$ cat config.mk
export PLATFORM = sky130hd
export DESIGN_NAME = cfg_addr_xlate
export DESIGN_NICKNAME = d
export VERILOG_FILES = /design/src/rtl/cfgx_pkg.sv /design/src/rtl/cfgx_lowest_one.sv /design/src/rtl/cfgx_addr_build.sv /design/src/rtl/cfgx_size_check.sv /design/src/rtl/cfg_addr_xlate.sv
export SDC_FILE = /design/constraint.sdc
export NUM_CORES = 1
export LEC_CHECK = 0
export ABC_AREA = 1
export BUFFER_PORTS_ARGS = -buffer_cell sky130_fd_sc_hd__buf_2
export CAP_MARGIN = 30
export CORE_MARGIN = 1.5
export CORE_UTILIZATION = 38
export CTS_BUF_LIST = sky130_fd_sc_hd__clkbuf_8
export DETAILED_ROUTE_END_ITERATION = 16
export GPL_TIMING_DRIVEN = 1
export PLACE_DENSITY = 0.74
export SETUP_SLACK_MARGIN = 0.1
export SYNTH_ARGS = -nofsm -noshare
export SYNTH_HDL_FRONTEND = slang
export SYNTH_SLANG_ARGS = --single-unit
export TNS_END_PERCENT = 30
$ cat constraint.sdc
create_clock -name clk -period 1.7 [get_ports clk]
set_clock_uncertainty 0.15 [all_clocks]
set_input_delay 0.085 -clock clk [delete_from_list [all_inputs] [get_ports clk]]
set_output_delay 0.085 -clock clk [all_outputs]
set_load 0.005 [all_outputs]
$ cat src/rtl/cfgx_pkg.sv
package cfgx_pkg;
    localparam int ADDR_W   = 32;
    localparam int BUS_W    = 8;
    localparam int DEV_W    = 5;
    localparam int FN_W     = 3;
    localparam int REG_W    = 6;
    localparam int SIZE_W   = 3;
    localparam int IDSEL_LO = 11;
    localparam int IDSEL_W  = ADDR_W - IDSEL_LO;
    localparam int TYPE1_BIT = 16;
    localparam int HALF_W   = ADDR_W / 2;

    typedef enum logic [0:0] {
        ST_IDLE = 1'b0,
        ST_WAIT = 1'b1
    } xl_state_e;
endpackage

$ cat src/rtl/cfgx_lowest_one.sv
module cfgx_lowest_one #(
    parameter int W   = 21,
    parameter int IDX_W = 5
) (
    input  logic [W-1:0]     vec,
    output logic [IDX_W-1:0] idx,
    output logic             none
);
    logic [W:0]   seen;
    logic [W-1:0] first;

    assign seen[0] = 1'b0;

    // first[i] marks the single set bit with nothing set below it
    for (genvar i = 0; i < W; i++) begin : g_scan
        assign first[i]  = vec[i] & ~seen[i];
        assign seen[i+1] = seen[i] | vec[i];
    end

    always_comb begin
        idx = '0;
        for (int i = 0; i < W; i++) begin
            if (first[i]) begin
                idx = idx | IDX_W'(i);
            end
        end
    end

    assign none = ~seen[W];
endmodule

$ cat src/rtl/cfgx_addr_build.sv
module cfgx_addr_build
    import cfgx_pkg::*;
(
    input  logic [ADDR_W-1:0] offset,
    input  logic [ADDR_W-1:0] map_val,
    input  logic [BUS_W-1:0]  bus,
    output logic [ADDR_W-1:0] cyc_addr,
    output logic              no_dev,
    output logic              type1
);
    logic [ADDR_W-1:0]  joined;
    logic [DEV_W-1:0]   dev;
    logic [FN_W-1:0]    fn;
    logic [REG_W-1:0]   regn;
    logic [1:0]         lane;

    localparam int PAD_W = ADDR_W - 1 - BUS_W - DEV_W - FN_W - REG_W - 2;

    assign joined = {map_val[HALF_W-1:0], offset[HALF_W-1:0]};
    assign fn     = joined[IDSEL_LO-1 -: FN_W];
    assign regn   = joined[REG_W+1:2];
    assign lane   = joined[1:0];
    assign type1  = map_val[TYPE1_BIT];

    cfgx_lowest_one #(
        .W     (IDSEL_W),
        .IDX_W (DEV_W)
    ) u_dev (
        .vec  (joined[ADDR_W-1:IDSEL_LO]),
        .idx  (dev),
        .none (no_dev)
    );

    assign cyc_addr = {1'b1, {PAD_W{1'b0}}, bus, dev, fn, regn, lane};
endmodule

$ cat src/rtl/cfgx_size_check.sv
module cfgx_size_check
    import cfgx_pkg::*;
#(
    parameter int DATA_W = 32
) (
    input  logic [SIZE_W-1:0] size,
    output logic              size_ok,
    output logic [DATA_W-1:0] lane_mask
);
    localparam int NBYTES = DATA_W / 8;

    logic [NBYTES-1:0] byte_en;

    always_comb begin
        size_ok = 1'b0;
        byte_en = '1;
        unique case (size)
            3'd1: begin size_ok = 1'b1; byte_en = NBYTES'(4'b0001); end
            3'd2: begin size_ok = 1'b1; byte_en = NBYTES'(4'b0011); end
            3'd4: begin size_ok = 1'b1; byte_en = NBYTES'(4'b1111); end
            default: begin size_ok = 1'b0; byte_en = '1; end
        endcase
    end

    for (genvar b = 0; b < NBYTES; b++) begin : g_lane
        assign lane_mask[b*8 +: 8] = {8{byte_en[b]}};
    end
endmodule

$ cat src/rtl/cfg_addr_xlate.sv
module cfg_addr_xlate
    import cfgx_pkg::*;
#(
    parameter int DATA_W = 32
) (
    input  logic                clk,
    input  logic                rst_n,
    input  logic                req_valid,
    output logic                req_ready,
    input  logic                req_write,
    input  logic [ADDR_W-1:0]   req_offset,
    input  logic [SIZE_W-1:0]   req_size,
    input  logic [DATA_W-1:0]   req_wdata,
    input  logic [ADDR_W-1:0]   map_reg,
    input  logic [BUS_W-1:0]    bus_num,
    output logic                cfg_valid,
    output logic                cfg_write,
    output logic [ADDR_W-1:0]   cfg_addr,
    output logic [SIZE_W-1:0]   cfg_size,
    output logic [DATA_W-1:0]   cfg_wdata,
    input  logic                cfg_rvalid,
    input  logic [DATA_W-1:0]   cfg_rdata,
    output logic                resp_valid,
    output logic [DATA_W-1:0]   resp_rdata,
    input  logic                mabort_set,
    input  logic                tabort_set,
    output logic                stat_mabort,
    output logic                stat_tabort,
    output logic                err_flag
);
    typedef struct packed {
        xl_state_e          state;
        logic               cfg_valid;
        logic               cfg_write;
        logic [ADDR_W-1:0]  cfg_addr;
        logic [SIZE_W-1:0]  cfg_size;
        logic [DATA_W-1:0]  cfg_wdata;
        logic [DATA_W-1:0]  rd_mask;
        logic               resp_valid;
        logic [DATA_W-1:0]  resp_data;
        logic               mabort;
        logic               tabort;
        logic               err;
    } xl_regs_t;

    xl_regs_t r_d, r_q;

    logic [ADDR_W-1:0] built_addr;
    logic              no_dev;
    logic              type1;
    logic              size_ok;
    logic [DATA_W-1:0] lane_mask;
    logic              accept;
    logic              drop;

    cfgx_addr_build u_build (
        .offset   (req_offset),
        .map_val  (map_reg),
        .bus      (bus_num),
        .cyc_addr (built_addr),
        .no_dev   (no_dev),
        .type1    (type1)
    );

    cfgx_size_check #(
        .DATA_W (DATA_W)
    ) u_size (
        .size      (req_size),
        .size_ok   (size_ok),
        .lane_mask (lane_mask)
    );

    assign req_ready = (r_q.state == ST_IDLE);
    assign accept    = req_valid & req_ready;
    assign drop      = ~size_ok | type1 | no_dev;

    always_comb begin
        r_d            = r_q;
        r_d.cfg_valid  = 1'b0;
        r_d.resp_valid = 1'b0;

        if (mabort_set) r_d.mabort = 1'b1;
        if (tabort_set) r_d.tabort = 1'b1;

        unique case (r_q.state)
            ST_IDLE: begin
                if (accept) begin
                    // every accepted access clears both abort bits
                    r_d.mabort = 1'b0;
                    r_d.tabort = 1'b0;
                    if (drop) begin
                        if (size_ok && !type1 && no_dev) begin
                            r_d.err = 1'b1;
                        end
                        if (!req_write) begin
                            r_d.resp_valid = 1'b1;
                            r_d.resp_data  = lane_mask;
                        end
                    end else begin
                        r_d.cfg_valid = 1'b1;
                        r_d.cfg_write = req_write;
                        r_d.cfg_addr  = built_addr;
                        r_d.cfg_size  = req_size;
                        r_d.cfg_wdata = req_wdata;
                        if (!req_write) begin
                            r_d.rd_mask = lane_mask;
                            r_d.state   = ST_WAIT;
                        end
                    end
                end
            end
            ST_WAIT: begin
                if (cfg_rvalid) begin
                    r_d.resp_valid = 1'b1;
                    r_d.resp_data  = cfg_rdata & r_q.rd_mask;
                    r_d.state      = ST_IDLE;
                end
            end
            default: r_d.state = ST_IDLE;
        endcase
    end

    always_ff @(posedge clk or negedge rst_n) begin
        if (!rst_n) begin
            r_q <= '{state: ST_IDLE, default: '0};
        end else begin
            r_q <= r_d;
        end
    end

    assign cfg_valid   = r_q.cfg_valid;
    assign cfg_write   = r_q.cfg_write;
    assign cfg_addr    = r_q.cfg_addr;
    assign cfg_size    = r_q.cfg_size;
    assign cfg_wdata   = r_q.cfg_wdata;
    assign resp_valid  = r_q.resp_valid;
    assign resp_rdata  = r_q.resp_data;
    assign stat_mabort = r_q.mabort;
    assign stat_tabort = r_q.tabort;
    assign err_flag    = r_q.err;
endmodule

==> run summary <==
Result of the run: finished clean
Adder-Cell Fraction of Synth Area: 0%
Worst-case reg-to-reg path depth: 10
Data required, critical path: 1.84 ns
FFs w/ async S/R, synth: 100%
Pwr Total: 6520 uW
Cell type with the highest aggregate area in the netlist: sky130_fd_sc_hd__dfrtp_1
Number of flops mapped to enable cells by yosys: 0
Transition time at the pin with the least slew margin: 0.661 ns
Overall fraction of global-route tracks in use: 19.3%
Period utilisation layout: 92.8%
Crit path launch: map_reg[8]
Reg2reg end: cfg_addr[11]$_DFFE_PN0P_
Worst vdd rail ir drop: 0.390 mV
Least setup slack across all paths after layout: 0.123 ns
Mean instance size in the synthesized netlist: 8.07 sq um
Clock Pin Slew Worst Setup and Hold Paths: 0.10 ns
Post-Synth XOR/XNOR Area: 0%
Share of cell area taken by muxes after synthesis: 0%
Synthesis-stage register bit count: 102
Top cells by area in the synthesized netlist: sky130_fd_sc_hd__dfrtp_1, sky130_fd_sc_hd__nand2_1, sky130_fd_sc_hd__buf_4, sky130_fd_sc_hd__nand3_1, sky130_fd_sc_hd__inv_1
Minimum period implied by the final worst setup slack: 1.58 ns
Number of cell rows: 42
Proportion of synthesized chip area in sequential cells: 48.6%
Area Overhead vs Synth: 37.5%
Crit path kind: primary input to flop
Post-placement worst setup slack: -0.0868 ns
RSZ-0062 raised after global routing: true
Predominant post-synthesis flop cell: sky130_fd_sc_hd__dfrtp_1
Global-route congestion overflow total: 0
Fill count: 1228
Power density over the cells: 903 nW/um^2
Ranking of synthesized cells by instance count: sky130_fd_sc_hd__nand2_1, sky130_fd_sc_hd__dfrtp_1, sky130_fd_sc_hd__buf_4, sky130_fd_sc_hd__nand3_1, sky130_fd_sc_hd__inv_1
Violation count after the first detailed-routing iteration: 308
First-pass iteration count of the detailed router: 4
Slew Limit Headroom: 55.9%
Critical Path AT: 1.72 ns
Die Area: 14500 sq um
Share of post-route cells with drive strength above 1: 32.0%
Die boundary width: 121 um
Static leakage power: 0.00405 uW
CTS Root Cell: sky130_fd_sc_hd__clkbuf_8
Wire per inst: 13.3 um
Post-detailed-placement half-perimeter wirelength: 9010 um
Largest net degree at the start of global routing: 37
# IOs: 252
Global-route wire length before repair: 22400 um
Initial standard-cell utilization of the core: 39.4%
Yosys warns: 0
Largest family of logic cells by synthesized area: simple AND/OR/NAND/NOR gates
Number of distinct library cell variants in the gate-level netlist after synthesis: 29
Average via count per standard cell: 4.47
Critical Path Sink Type: flop
Number of global-route vias before repair: 4719
TritonCTS clock tree: yes
I/O Buffers: 213
Core region area: 13300 sq um
Placed Instance Area: 5980 sq um
Net total in the final layout: 1034
Ant diodes: 0
Bufs on Longest Clock Path: 2
Total Wirelength: 14200 um
Finish-stage setup viols: 0
Startpoint of the most critical register-to-register path: r_q[137]$_DFF_PN0_
Peak Freq: 634 MHz
Die Span Y: 121 um
Maximum net fanout on the critical path: 4
Final Hold Violating Endpoints: 0
R2R Setup Slk: 0.18 ns
Number of antenna-violating nets in the routed design: 0
Total vias in the final route: 4778
Crit start category: primary input
Compound-gate portion of the synthesized area: 1.33%
Later-pin clock latency in the skew report: 0.36 ns
Number of clock sinks: 102
Synth Area in Simple Gates: 30.3%
Mapped Area: 5260 sq um
Number of buffers created by CTS: 9
Final design instance area without fill: 7230 sq um
Final slew viol count: 0
Portion of synthesized cell area occupied by the leading cell type: 48.6%
Final estimated routing congestion in global placement: 0.807
H-Tree Depth: 3
Path type of the worst min-delay path: primary input to flop
Antenna violations before repair: 0
MaxCap Viol Count: 0
Critical path destination: err_flag$_DFFE_PN0P_
DRC errors left: 0
Cell count after synthesis: 651
Most instantiated library cell after synthesis: sky130_fd_sc_hd__nand2_1
worst min path at each step:
stage	startpoint	depth (start not counted)	end
floorplan	rst_n	0	cfg_addr[0]$_DFFE_PN0P_
global placement	rst_n	1	resp_rdata[24]$_DFFE_PN0P_
detailed placement	rst_n	1	resp_rdata[24]$_DFFE_PN0P_
CTS	req_size[1]	4	r_q[51]$_DFFE_PN0P_
global route	req_valid	4	stat_mabort$_DFF_PN0_
finish	req_valid	4	stat_mabort$_DFF_PN0_
state kept, by name, indices dropped and copies added, names as in the netlist:
register / flops
stat_mabort: 1
cfg_size: 3
cfg_addr: 25
resp_rdata: 32
cfg_wdata: 32
resp_valid: 1
stat_tabort: 1
cfg_write: 1
cfg_valid: 1
r_q: 4
err_flag: 1
repair_timing:
action	in CTS	in global routing
resized for setup	1	11
endpoints found under the setup margin	34	74
buffers inserted	0	0
hold buffers	99	0
hold endpoints to repair	196	0
gates cloned	0	1
area by class of cell:
| class | count | area, sq um | area share, % |
|---|---|---|---|
| clock buffer | 9 | 124 | 1.71 |
| clock inverter | 7 | 72.6 | 1.00 |
| inverter | 46 | 185 | 2.56 |
| multi-input combinational | 389 | 1690 | 23.4 |
| sequential | 102 | 2550 | 35.3 |
| tap | 176 | 220 | 3.05 |
| timing repair buffer | 340 | 2380 | 32.9 |
layout by cell type (no fill, tap or decap), drive strengths merged:
cell,netlist,final
nand2,268,268
buf,116,240
dfrtp,102,102
dlygate4sd3,0,99
nand3,53,53
inv,46,48
nor2,33,33
clkbuf,4,10
o21ai,8,8
conb,1,7
nor3,6,6
nand4,4,4
a21oi,3,3
or2,3,3
clkinv,0,3
nand3b,2,2
o31ai,1,1
o21bai,1,1
clkinvlp,0,1
bufinv,0,1
stage by stage:
| stage | TNS, ns | hold slack [ns] | instances | util, % |
|---|---|---|---|---|
| after floorplan | 0 | -0.361 | 657 | - |
| after global placement | -0.719 | -0.100 | 953 | 44.8 |
| after detailed placement | -3.52 | -0.0957 | 953 | 44.8 |
| after CTS | 0 | 0.000774 | 1068 | 53.7 |
| after global routing | 0 | 0.0131 | 1069 | 54.1 |
| final | 0 | 0.00326 | 1069 | 54.1 |
worst max-delay path: stages:
cell	delay [ns]
sky130_fd_sc_hd__dlygate4sd3_1	0.53
sky130_fd_sc_hd__buf_2	0.14
sky130_fd_sc_hd__nor2_4	0.13
sky130_fd_sc_hd__nand3_4	0.12
sky130_fd_sc_hd__dlygate4sd3_1	0.60
sky130_fd_sc_hd__o21bai_1	0.11
power breakdown:
group | switching [uW] | internal, uW
Sequential | 286 | 2940
Combinational | 841 | 907
Clock | 865 | 688
layer usage:
layer | routed length [um] | global-route usage (%) | vias up
met5 | 0 | 0 | -
met1 | 5780 | 22.8 | 2196
met2 | 7100 | 33.6 | 185
met3 | 805 | 3.96 | 42
li1 | - | - | 2355
met4 | 531 | 9.19 | 0
kinds of logic after synthesis:
kind of cell,count (synthesis)
other cells,1
buf+inv,166
compound gates,13
simple gates,369
flops,102
No activity file was read; power rests on OpenSTA's default activity.
